**src/rtl/pwr_pkg.sv**
```systemverilog
package pwr_pkg;
  typedef enum logic [1:0] {
    MODE_NORMAL = 2'd0,
    MODE_IDLE   = 2'd1,
    MODE_SLOW   = 2'd2
  } pwr_mode_e;

  localparam int unsigned NBASIC = 6;
  // pm, bus, mem, intc keep running in idle; dma and ext master stop
  localparam logic [NBASIC-1:0] BASIC_IDLE_KEEP = 6'b00_1111;
endpackage

```
**src/rtl/pwr_lock_timer.sv**
```systemverilog
module pwr_lock_timer #(
  parameter int unsigned LOCK_W = 16
) (
  input  logic              clk_i,
  input  logic              rst_ni,
  input  logic              start_i,
  input  logic [LOCK_W-1:0] load_i,
  output logic              busy_o,
  output logic              done_o
);
  logic [LOCK_W-1:0] cnt_q;
  logic              busy_q;

  always_ff @(posedge clk_i or negedge rst_ni) begin
    if (!rst_ni) begin
      cnt_q  <= '0;
      busy_q <= 1'b0;
    end else if (start_i && !busy_q) begin
      cnt_q  <= load_i;
      busy_q <= 1'b1;
    end else if (busy_q) begin
      if (cnt_q == '0) busy_q <= 1'b0;
      else             cnt_q  <= cnt_q - 1'b1;
    end
  end

  assign busy_o = busy_q;
  assign done_o = busy_q && (cnt_q == '0);

  AST_LOCK_DECREMENT: assert property (@(posedge clk_i) disable iff (!rst_ni)
    (busy_q && cnt_q != '0) |=> (busy_q && cnt_q == $past(cnt_q) - 1'b1));
  AST_LOCK_ENDS: assert property (@(posedge clk_i) disable iff (!rst_ni)
    (busy_q && cnt_q == '0) |=> !busy_q);
endmodule

```
**src/rtl/pwr_wake_detect.sv**
```systemverilog
module pwr_wake_detect #(
  parameter int unsigned NEXT = 24
) (
  input  logic [NEXT-1:0] ext_irq_i,
  input  logic            gpio_clk_en_i,
  input  logic            rtc_alarm_i,
  input  logic            other_irq_i,
  output logic            wake_o
);
  logic ext_hit;
  // external lines are only observable with the GPIO clock running
  assign ext_hit = gpio_clk_en_i && (|ext_irq_i);
  assign wake_o  = ext_hit || rtc_alarm_i || other_irq_i;
endmodule

```
**src/rtl/pwr_clk_map.sv**
```systemverilog
module pwr_clk_map
  import pwr_pkg::*;
#(
  parameter int unsigned NPERIPH = 8
) (
  input  pwr_mode_e           mode_i,
  input  logic [NPERIPH-1:0]  periph_mask_i,
  output logic                core_clk_en_o,
  output logic [NBASIC-1:0]   basic_clk_en_o,
  output logic [NPERIPH-1:0]  periph_clk_en_o
);
  logic idle;
  assign idle = (mode_i == MODE_IDLE);

  assign core_clk_en_o = !idle;

  for (genvar g = 0; g < NBASIC; g++) begin : g_basic
    if (BASIC_IDLE_KEEP[g]) begin : g_keep
      assign basic_clk_en_o[g] = 1'b1;
    end else begin : g_stop
      assign basic_clk_en_o[g] = !idle;
    end
  end

  assign periph_clk_en_o = periph_mask_i;
endmodule

```
**src/rtl/pwr_mode_fsm.sv**
```systemverilog
module pwr_mode_fsm
  import pwr_pkg::*;
(
  input  logic       clk_i,
  input  logic       rst_ni,
  input  logic       req_valid_i,
  input  logic [1:0] req_mode_i,
  input  logic       wake_i,
  input  logic       busy_i,
  input  logic       lock_done_i,
  output pwr_mode_e  mode_o,
  output logic       pll_on_o,
  output logic       sel_pll_o,
  output logic       lock_start_o
);
  pwr_mode_e mode_q;
  logic      pll_q, sel_q;
  logic      req_norm, req_idle, req_slow;

  assign req_norm = req_valid_i && !busy_i && (req_mode_i == 2'd0);
  assign req_idle = req_valid_i && !busy_i && (req_mode_i == 2'd1);
  assign req_slow = req_valid_i && !busy_i && (req_mode_i == 2'd2);

  assign lock_start_o = (mode_q == MODE_SLOW) && req_norm;

  always_ff @(posedge clk_i or negedge rst_ni) begin
    if (!rst_ni) begin
      mode_q <= MODE_NORMAL;
      pll_q  <= 1'b1;
      sel_q  <= 1'b1;
    end else if (lock_done_i) begin
      mode_q <= MODE_NORMAL;
      sel_q  <= 1'b1;
    end else begin
      unique case (mode_q)
        MODE_NORMAL: begin
          if (req_idle) begin
            mode_q <= MODE_IDLE;
          end else if (req_slow) begin
            mode_q <= MODE_SLOW;
            pll_q  <= 1'b0;
            sel_q  <= 1'b0;
          end
        end
        MODE_IDLE: if (wake_i) mode_q <= MODE_NORMAL;
        MODE_SLOW: if (lock_start_o) pll_q <= 1'b1;
        default:   mode_q <= MODE_NORMAL;
      endcase
    end
  end

  assign mode_o    = mode_q;
  assign pll_on_o  = pll_q;
  assign sel_pll_o = sel_q;

  AST_SLOW_SEL_DURING_LOCK: assert property (@(posedge clk_i) disable iff (!rst_ni)
    busy_i |-> !sel_q);
  AST_BUSY_NO_IDLE: assert property (@(posedge clk_i) disable iff (!rst_ni)
    busy_i |=> (mode_q != MODE_IDLE));
  AST_PLL_OFF_IN_SLOW: assert property (@(posedge clk_i) disable iff (!rst_ni)
    (mode_q == MODE_SLOW && !busy_i) |-> !pll_q);
  AST_IDLE_NOT_FROM_SLOW: assert property (@(posedge clk_i) disable iff (!rst_ni)
    (mode_q == MODE_SLOW) |=> (mode_q != MODE_IDLE));
  AST_WAKE_EXITS_IDLE: assert property (@(posedge clk_i) disable iff (!rst_ni)
    (mode_q == MODE_IDLE && wake_i) |=> (mode_q == MODE_NORMAL));
  AST_PLL_SEL_AFTER_LOCK: assert property (@(posedge clk_i) disable iff (!rst_ni)
    $rose(sel_q) |-> $past(busy_i));
endmodule

```
**src/rtl/pwr_mode_seq.sv**
```systemverilog
module pwr_mode_seq
  import pwr_pkg::*;
#(
  parameter int unsigned NPERIPH  = 8,
  parameter int unsigned NEXT     = 24,
  parameter int unsigned LOCK_W   = 16,
  parameter int unsigned GPIO_IDX = 0
) (
  input  logic               clk_i,
  input  logic               rst_ni,
  input  logic               req_valid_i,
  input  logic [1:0]         req_mode_i,
  input  logic [NPERIPH-1:0] periph_mask_i,
  input  logic [NEXT-1:0]    ext_irq_i,
  input  logic               rtc_alarm_i,
  input  logic               other_irq_i,
  input  logic [LOCK_W-1:0]  lock_cnt_i,
  output logic               core_clk_en_o,
  output logic [NBASIC-1:0]  basic_clk_en_o,
  output logic [NPERIPH-1:0] periph_clk_en_o,
  output logic               pll_on_o,
  output logic               sel_pll_o,
  output logic [1:0]         mode_o,
  output logic               busy_o
);
  pwr_mode_e mode;
  logic      wake, busy, lock_done, lock_start;

  pwr_wake_detect #(.NEXT(NEXT)) u_wake (
    .ext_irq_i     (ext_irq_i),
    .gpio_clk_en_i (periph_mask_i[GPIO_IDX]),
    .rtc_alarm_i   (rtc_alarm_i),
    .other_irq_i   (other_irq_i),
    .wake_o        (wake)
  );

  pwr_lock_timer #(.LOCK_W(LOCK_W)) u_lock (
    .clk_i   (clk_i),
    .rst_ni  (rst_ni),
    .start_i (lock_start),
    .load_i  (lock_cnt_i),
    .busy_o  (busy),
    .done_o  (lock_done)
  );

  pwr_mode_fsm u_fsm (
    .clk_i        (clk_i),
    .rst_ni       (rst_ni),
    .req_valid_i  (req_valid_i),
    .req_mode_i   (req_mode_i),
    .wake_i       (wake),
    .busy_i       (busy),
    .lock_done_i  (lock_done),
    .mode_o       (mode),
    .pll_on_o     (pll_on_o),
    .sel_pll_o    (sel_pll_o),
    .lock_start_o (lock_start)
  );

  pwr_clk_map #(.NPERIPH(NPERIPH)) u_map (
    .mode_i          (mode),
    .periph_mask_i   (periph_mask_i),
    .core_clk_en_o   (core_clk_en_o),
    .basic_clk_en_o  (basic_clk_en_o),
    .periph_clk_en_o (periph_clk_en_o)
  );

  assign mode_o = mode;
  assign busy_o = busy;

  AST_CORE_STOPPED_IDLE: assert property (@(posedge clk_i) disable iff (!rst_ni)
    (mode_o == 2'd1) |-> (!core_clk_en_o && basic_clk_en_o[3:0] == 4'hF));
  AST_BUSY_PLL_ON: assert property (@(posedge clk_i) disable iff (!rst_ni)
    busy_o |-> (pll_on_o && mode_o == 2'd2));
endmodule

```
**config.mk**
```make
export PLATFORM = sky130hd
export DESIGN_NAME = pwr_mode_seq
export DESIGN_NICKNAME = d
export VERILOG_FILES = /design/src/rtl/pwr_pkg.sv /design/src/rtl/pwr_lock_timer.sv /design/src/rtl/pwr_wake_detect.sv /design/src/rtl/pwr_clk_map.sv /design/src/rtl/pwr_mode_fsm.sv /design/src/rtl/pwr_mode_seq.sv
export SDC_FILE = /design/constraint.sdc
export NUM_CORES = 1
export LEC_CHECK = 0
export ABC_AREA = 1
export BUFFER_PORTS_ARGS = -buffer_cell sky130_fd_sc_hd__buf_2
export CORE_ASPECT_RATIO = 0.75
export CORE_MARGIN = 8
export CORE_UTILIZATION = 50
export CTS_CLUSTER_SIZE = 16
export DETAILED_ROUTE_END_ITERATION = 6
export PLACE_DENSITY = 0.86
export SLEW_MARGIN = 10
export SYNTH_ARGS = -nofsm -noshare
export SYNTH_HDL_FRONTEND = slang
export SYNTH_SLANG_ARGS = --single-unit
```
**constraint.sdc**
```tcl
create_clock -name clk_i -period 3.6 [get_ports clk_i]
set_input_delay 0.72 -clock clk_i [delete_from_list [all_inputs] [get_ports clk_i]]
set_output_delay 0.72 -clock clk_i [all_outputs]
set_load 0.02 [all_outputs]
```
# Yosys cells after proc, flatten, opt, wreduce, memory -nomap -nowiden
# Cells that the tools add are included.
[word_totals]
reg_bits = 21
out_inout_bits = 20
[op_classes]
n_addsub = 1
eq_ne = 12
muxes = 17
bitwise = 1
n_reduce_logical = 24
[ops]
columns = ["op", "n"]
rows = [
  ["$mux W16", 3],
  ["$reduce_or A24 Y1", 1],
  ["$logic_not A16 Y1", 1],
  ["$sub A16 B1 Y16 const B", 1],
  ["$logic_and A1 B1 Y1", 8],
  ["$mux W1", 8],
  ["$mux W2", 4],
  ["$ne A2 B2 Y1 const B", 4],
  ["$reduce_bool A2 Y1", 4],
  ["$pmux W2 S3", 1],
  ["$reduce_and A3 Y1", 2],
  ["$reduce_and A5 Y1", 1],
  ["$eq A2 B1 Y1 const B", 2],
  ["$eq A2 B2 Y1 const B", 2],
  ["$logic_not A2 Y1", 2],
  ["$ne A2 B1 Y1 const B", 2],
  ["$ne A4 B2 Y1 const B", 1],
  ["$ne A3 B3 Y1 const B", 1],
  ["$logic_not A1 Y1", 2],
  ["$logic_or A1 B1 Y1", 2],
  ["$pmux W1 S2", 1],
  ["$reduce_and A2 Y1", 1],
  ["$not A1 Y1", 1],
]

# Depth between registers and ports, before layout
[depth]
word_depth = 7
depth_mapped = 10
depth_no_buf = 10

# Hierarchy
# From an unflattened synthesis, not the netlist that was laid out.
[hier_totals]
hier_cells = 273
area_unflattened_um2 = 1704.1
[modules_own_cells]
columns = ["module", "n_inst", "cells_each", "area_each_um2", "seq_area_each_um2"]
rows = [
  ["pwr_lock_timer", 1, 203, 1285.0, 425.4],
  ["pwr_mode_fsm", 1, 28, 205.2, 102.6],
  ["pwr_clk_map", 1, 17, 116.4, 0.0],
  ["pwr_wake_detect", 1, 25, 97.6, 0.0],
]

# Least setup slack after synthesis
# No wires, ideal clock.
[synth_path]
path_type = "register to output"
startpoint = "register u_fsm.mode_q[0] (netlist: u_fsm.mode_o[0])"
endpoint = "output port basic_clk_en_o[4]"
arrival_ns = 1.069
t_required_ns = 2.880
setup_slack_ns = 1.811
path_stages_with_launch = 4
path_cell_list = "dfrtp_1 -> inv_1 -> or2_2 -> buf_4"
[synth_between]
elab_chain_len = 2
[synth_rtl]
columns = ["item", "line_no", "rtl"]
rows = [
  ["start, declared", "pwr_mode_fsm.sv:16", "pwr_mode_e mode_q;"],
  ["start signal, assigned", "pwr_mode_fsm.sv:28", "mode_q <= MODE_NORMAL;"],
  ["start signal, assigned", "pwr_mode_fsm.sv:32", "mode_q <= MODE_NORMAL;"],
  ["start signal, assigned", "pwr_mode_fsm.sv:38", "mode_q <= MODE_IDLE;"],
  ["$eq A2 B1 Y1", "pwr_clk_map.sv:13", "assign idle = (mode_i == MODE_IDLE);"],
  ["$logic_not A1 Y1", "-", ""],
  ["end, declared", "pwr_mode_seq.sv:19", "output logic [NBASIC-1:0] basic_clk_en_o,"],
]
# No other way between the ends.

# Final worst setup path
[layout_path]
startpoint = "register u_fsm.mode_q[0] (netlist: u_fsm.mode_o[0])"
endpoint = "output port core_clk_en_o"
[layout_between]
elab_chain_len = 2
[layout_rtl]
columns = ["item", "line_no", "rtl"]
rows = [
  ["$eq A2 B1 Y1", "pwr_clk_map.sv:13", ""],
  ["$logic_not A1 Y1", "pwr_clk_map.sv:15", "assign core_clk_en_o = !idle;"],
  ["end, declared", "pwr_mode_seq.sv:18", "output logic core_clk_en_o,"],
]
# No other way between the ends.

==> impl_metrics.csv <==
group,metric,value,unit
run_status,outcome,"complete, no violations",
yosys,syn-instance-count,236,
setup_path,ff2ff_setup_slack,1.76,ns
timing,skew,0.00766,ns
detailed_routing,via_per_inst,5.03,
clock_tree,numCtsBuffers,3,
setup_path,crit_arrival,1.20,ns
grt,antenna_found_initial,0,
grt,grt_pass1_wl,7040,um
setup_path,crit_slowest_cell,"dfrtp_1",
clock_tree,cts_setup_buffers,0,
clock_tree,ctsResizeCount,0,
setup_path,slowest_delay,0.40,ns
grt,grt_pass1_vias,1550,
clock_tree,cts_tree,"built",
run,cap_violations,0,
finish,area_growth_syn_to_layout,13.1,%
pwr,peakVddDrop,0.177,mV
grt,overflow,0,
finish,drive_gt1_frac,0.320,
setup_path,required,2.88,ns
timing,rsz0062_at_grt,"no",
yosys,yosysUniqueCellTypes,33,
timing,fin_tns_setup,0,ns
grt,grt_max_degree,33,
clock_tree,cts.path.max_buffers,2,
detailed_routing,vias,1600,
clock_tree,postCtsHoldBufs,0,
clock_tree,ctsRootBufferMaster,"clkbuf_8",
pwr,p_leak,0.997,nW
timing,period_minus_slack,1.92,ns
yosys,ys_warn_count,0,
setup_path,path_cells,"inv_1, or2_2, buf_2",
floorplanning,dieArea,5540,um^2
yosys,synth.yosys.seq_area_share,0.311,
floorplanning,core-area,3270,um^2
pwr,powerDensity,228,nW/um^2
floorplanning,ios,75,
placement,dp_hpwl,3300,um
detailed_routing,routed_wl,4190,um
floorplanning,initial_core_util,0.520,
floorplanning,chipHeight,66.5,um
detailed_routing,drt_iter0_drc,128,
placement,numPortBuffers,56,
timing,setup_viol,0,
placement,gp_congestion,0.882,
clock_tree,path_clk_slew,0.08,ns
finish,final_common_cell,"buf_2",
setup_path,critPathCaptureType,"primary output",
setup_path,setup.worst_path.start_class,"flop",
setup_path,worstSetupPathType,"reg2out",
pwr,p_total,438,uW
detailed_routing,drc_errors,0,
hold_path,hp-class,"in2async",
setup_path,crit_family,"flip-flops",
finish,nets,335,
grt,gr-usage-all-layers,0.154,
finish,mostFrequentLayoutCells,"buf_2, nand2_1, nor2_1",
floorplanning,rows,18,
setup_path,r2r_cells,7,
setup_path,crit_buf_inv,2,
finish,num_antenna_cells,0,
timing,hold_viol_final,0,
clock_tree,cts_num_sinks,21,
clock_tree,htreeDepth,1,
yosys,syn_avg_cell_area,7.20,um^2
yosys,yosys_register_bits,21,
setup_path,r2r-start,"u_lock.busy_o",
timing,fmaxAchievable,520,MHz
timing,slew_violations,0,
detailed_routing,ant_nets,0,
detailed_routing,drt_pass1_iterations,4,
floorplanning,die_w,83.3,um
yosys,netlist_area,1700,um^2
setup_path,crit_path_max_fanout,4,
clock_tree,clk_latency,0.27,ns
setup_path,worstReg2RegEnd,"u_lock.cnt_q[8]",
timing,final.period_utilization,0.534,
detailed_routing,wl_per_cell,13.2,um
## report_power, final
part | leakage, nW | switching, mW | total (mW) | internal (mW)
logic | 0.736 | 0.0204 | 0.0410 | 0.0206
clock network | 0.0255 | 0.0841 | 0.162 | 0.0775
registers | 0.235 | 0 | 0.236 | 0.236
total | 0.997 | 0.105 | 0.438 | 0.334
## synth_stat cells (all sizes together)
master  number  area [um^2]
nor2        45          199
nor3         3         20.0
ha           1         12.5
inv         25         93.8
o21ai       16         98.8
nand2       53          229
nor4         1         12.5
conb         1         3.75
o211ai       8         85.1
buf         21          165
o21bai       1         7.51
a31oi        2         18.8
xnor2        2         17.5
dfrtp       19          475
nand3       28          153
nand4        2         12.5
xor2         2         17.5
dfstp        2         52.6
or2          4         25.0
## layer usage
metal  routed length [um]  track usage
met3                  272       0.0499
met1                 1870        0.183
met2                 2010        0.266
met4                   40       0.0371
met5                    0            0
## kinds of logic after synthesis
kind of cell               synth area share
AOI/OAI and AO/OA                     0.124
xor gates and xnor gates             0.0206
adders and majority gates           0.00736
buffers and inverters                 0.152
DFF                                   0.311
other                               0.00221
and+or+nand+nor                       0.383
## how the worst max path moves through the flow
stage / startpoint / end / cells past startpoint
after global routing: u_lock.busy_o / u_lock.cnt_q[8] / 7
after detailed placement: req_mode_i[1] / u_lock.cnt_q[8] / 6
after floorplan: u_fsm.mode_o[0] / basic_clk_en_o[4] / 3
after CTS: u_fsm.mode_o[1] / core_clk_en_o / 2
final: u_fsm.mode_o[0] / core_clk_en_o / 3
after global placement: req_mode_i[1] / u_lock.cnt_q[8] / 6
## final cells by class
cell class,count,area (um^2)
well taps,40,50.0
clock inverters,1,5.00
multi-input cells,172,923
flip-flops and latches,21,528
inverters,25,93.8
fillers,310,1340
clock buffers,3,41.3
repair buffers,56,280
## flip-flops by register name (all words and copies together) (netlist names)
register,count
u_fsm.sel_pll_o,1
u_lock.busy_o,1
u_fsm.mode_o,2
u_lock.cnt_q,16
u_fsm.pll_on_o,1
## per-stage QoR
step                setup WS (ns)  cells  instance area (um^2)  utilization  hold WS (ns)
finish                       1.68    318                  1920        0.589         0.396
detailed placement           1.44    314                  1880        0.574         0.550
global route                 1.56    318                  1920        0.589         0.428
floorplan                    1.81    239                  1710            -         0.424
CTS                          1.68    318                  1920        0.589         0.412
global placement             1.53    314                  1880        0.574         0.542
No activity file was read; power rests on OpenSTA's default activity.
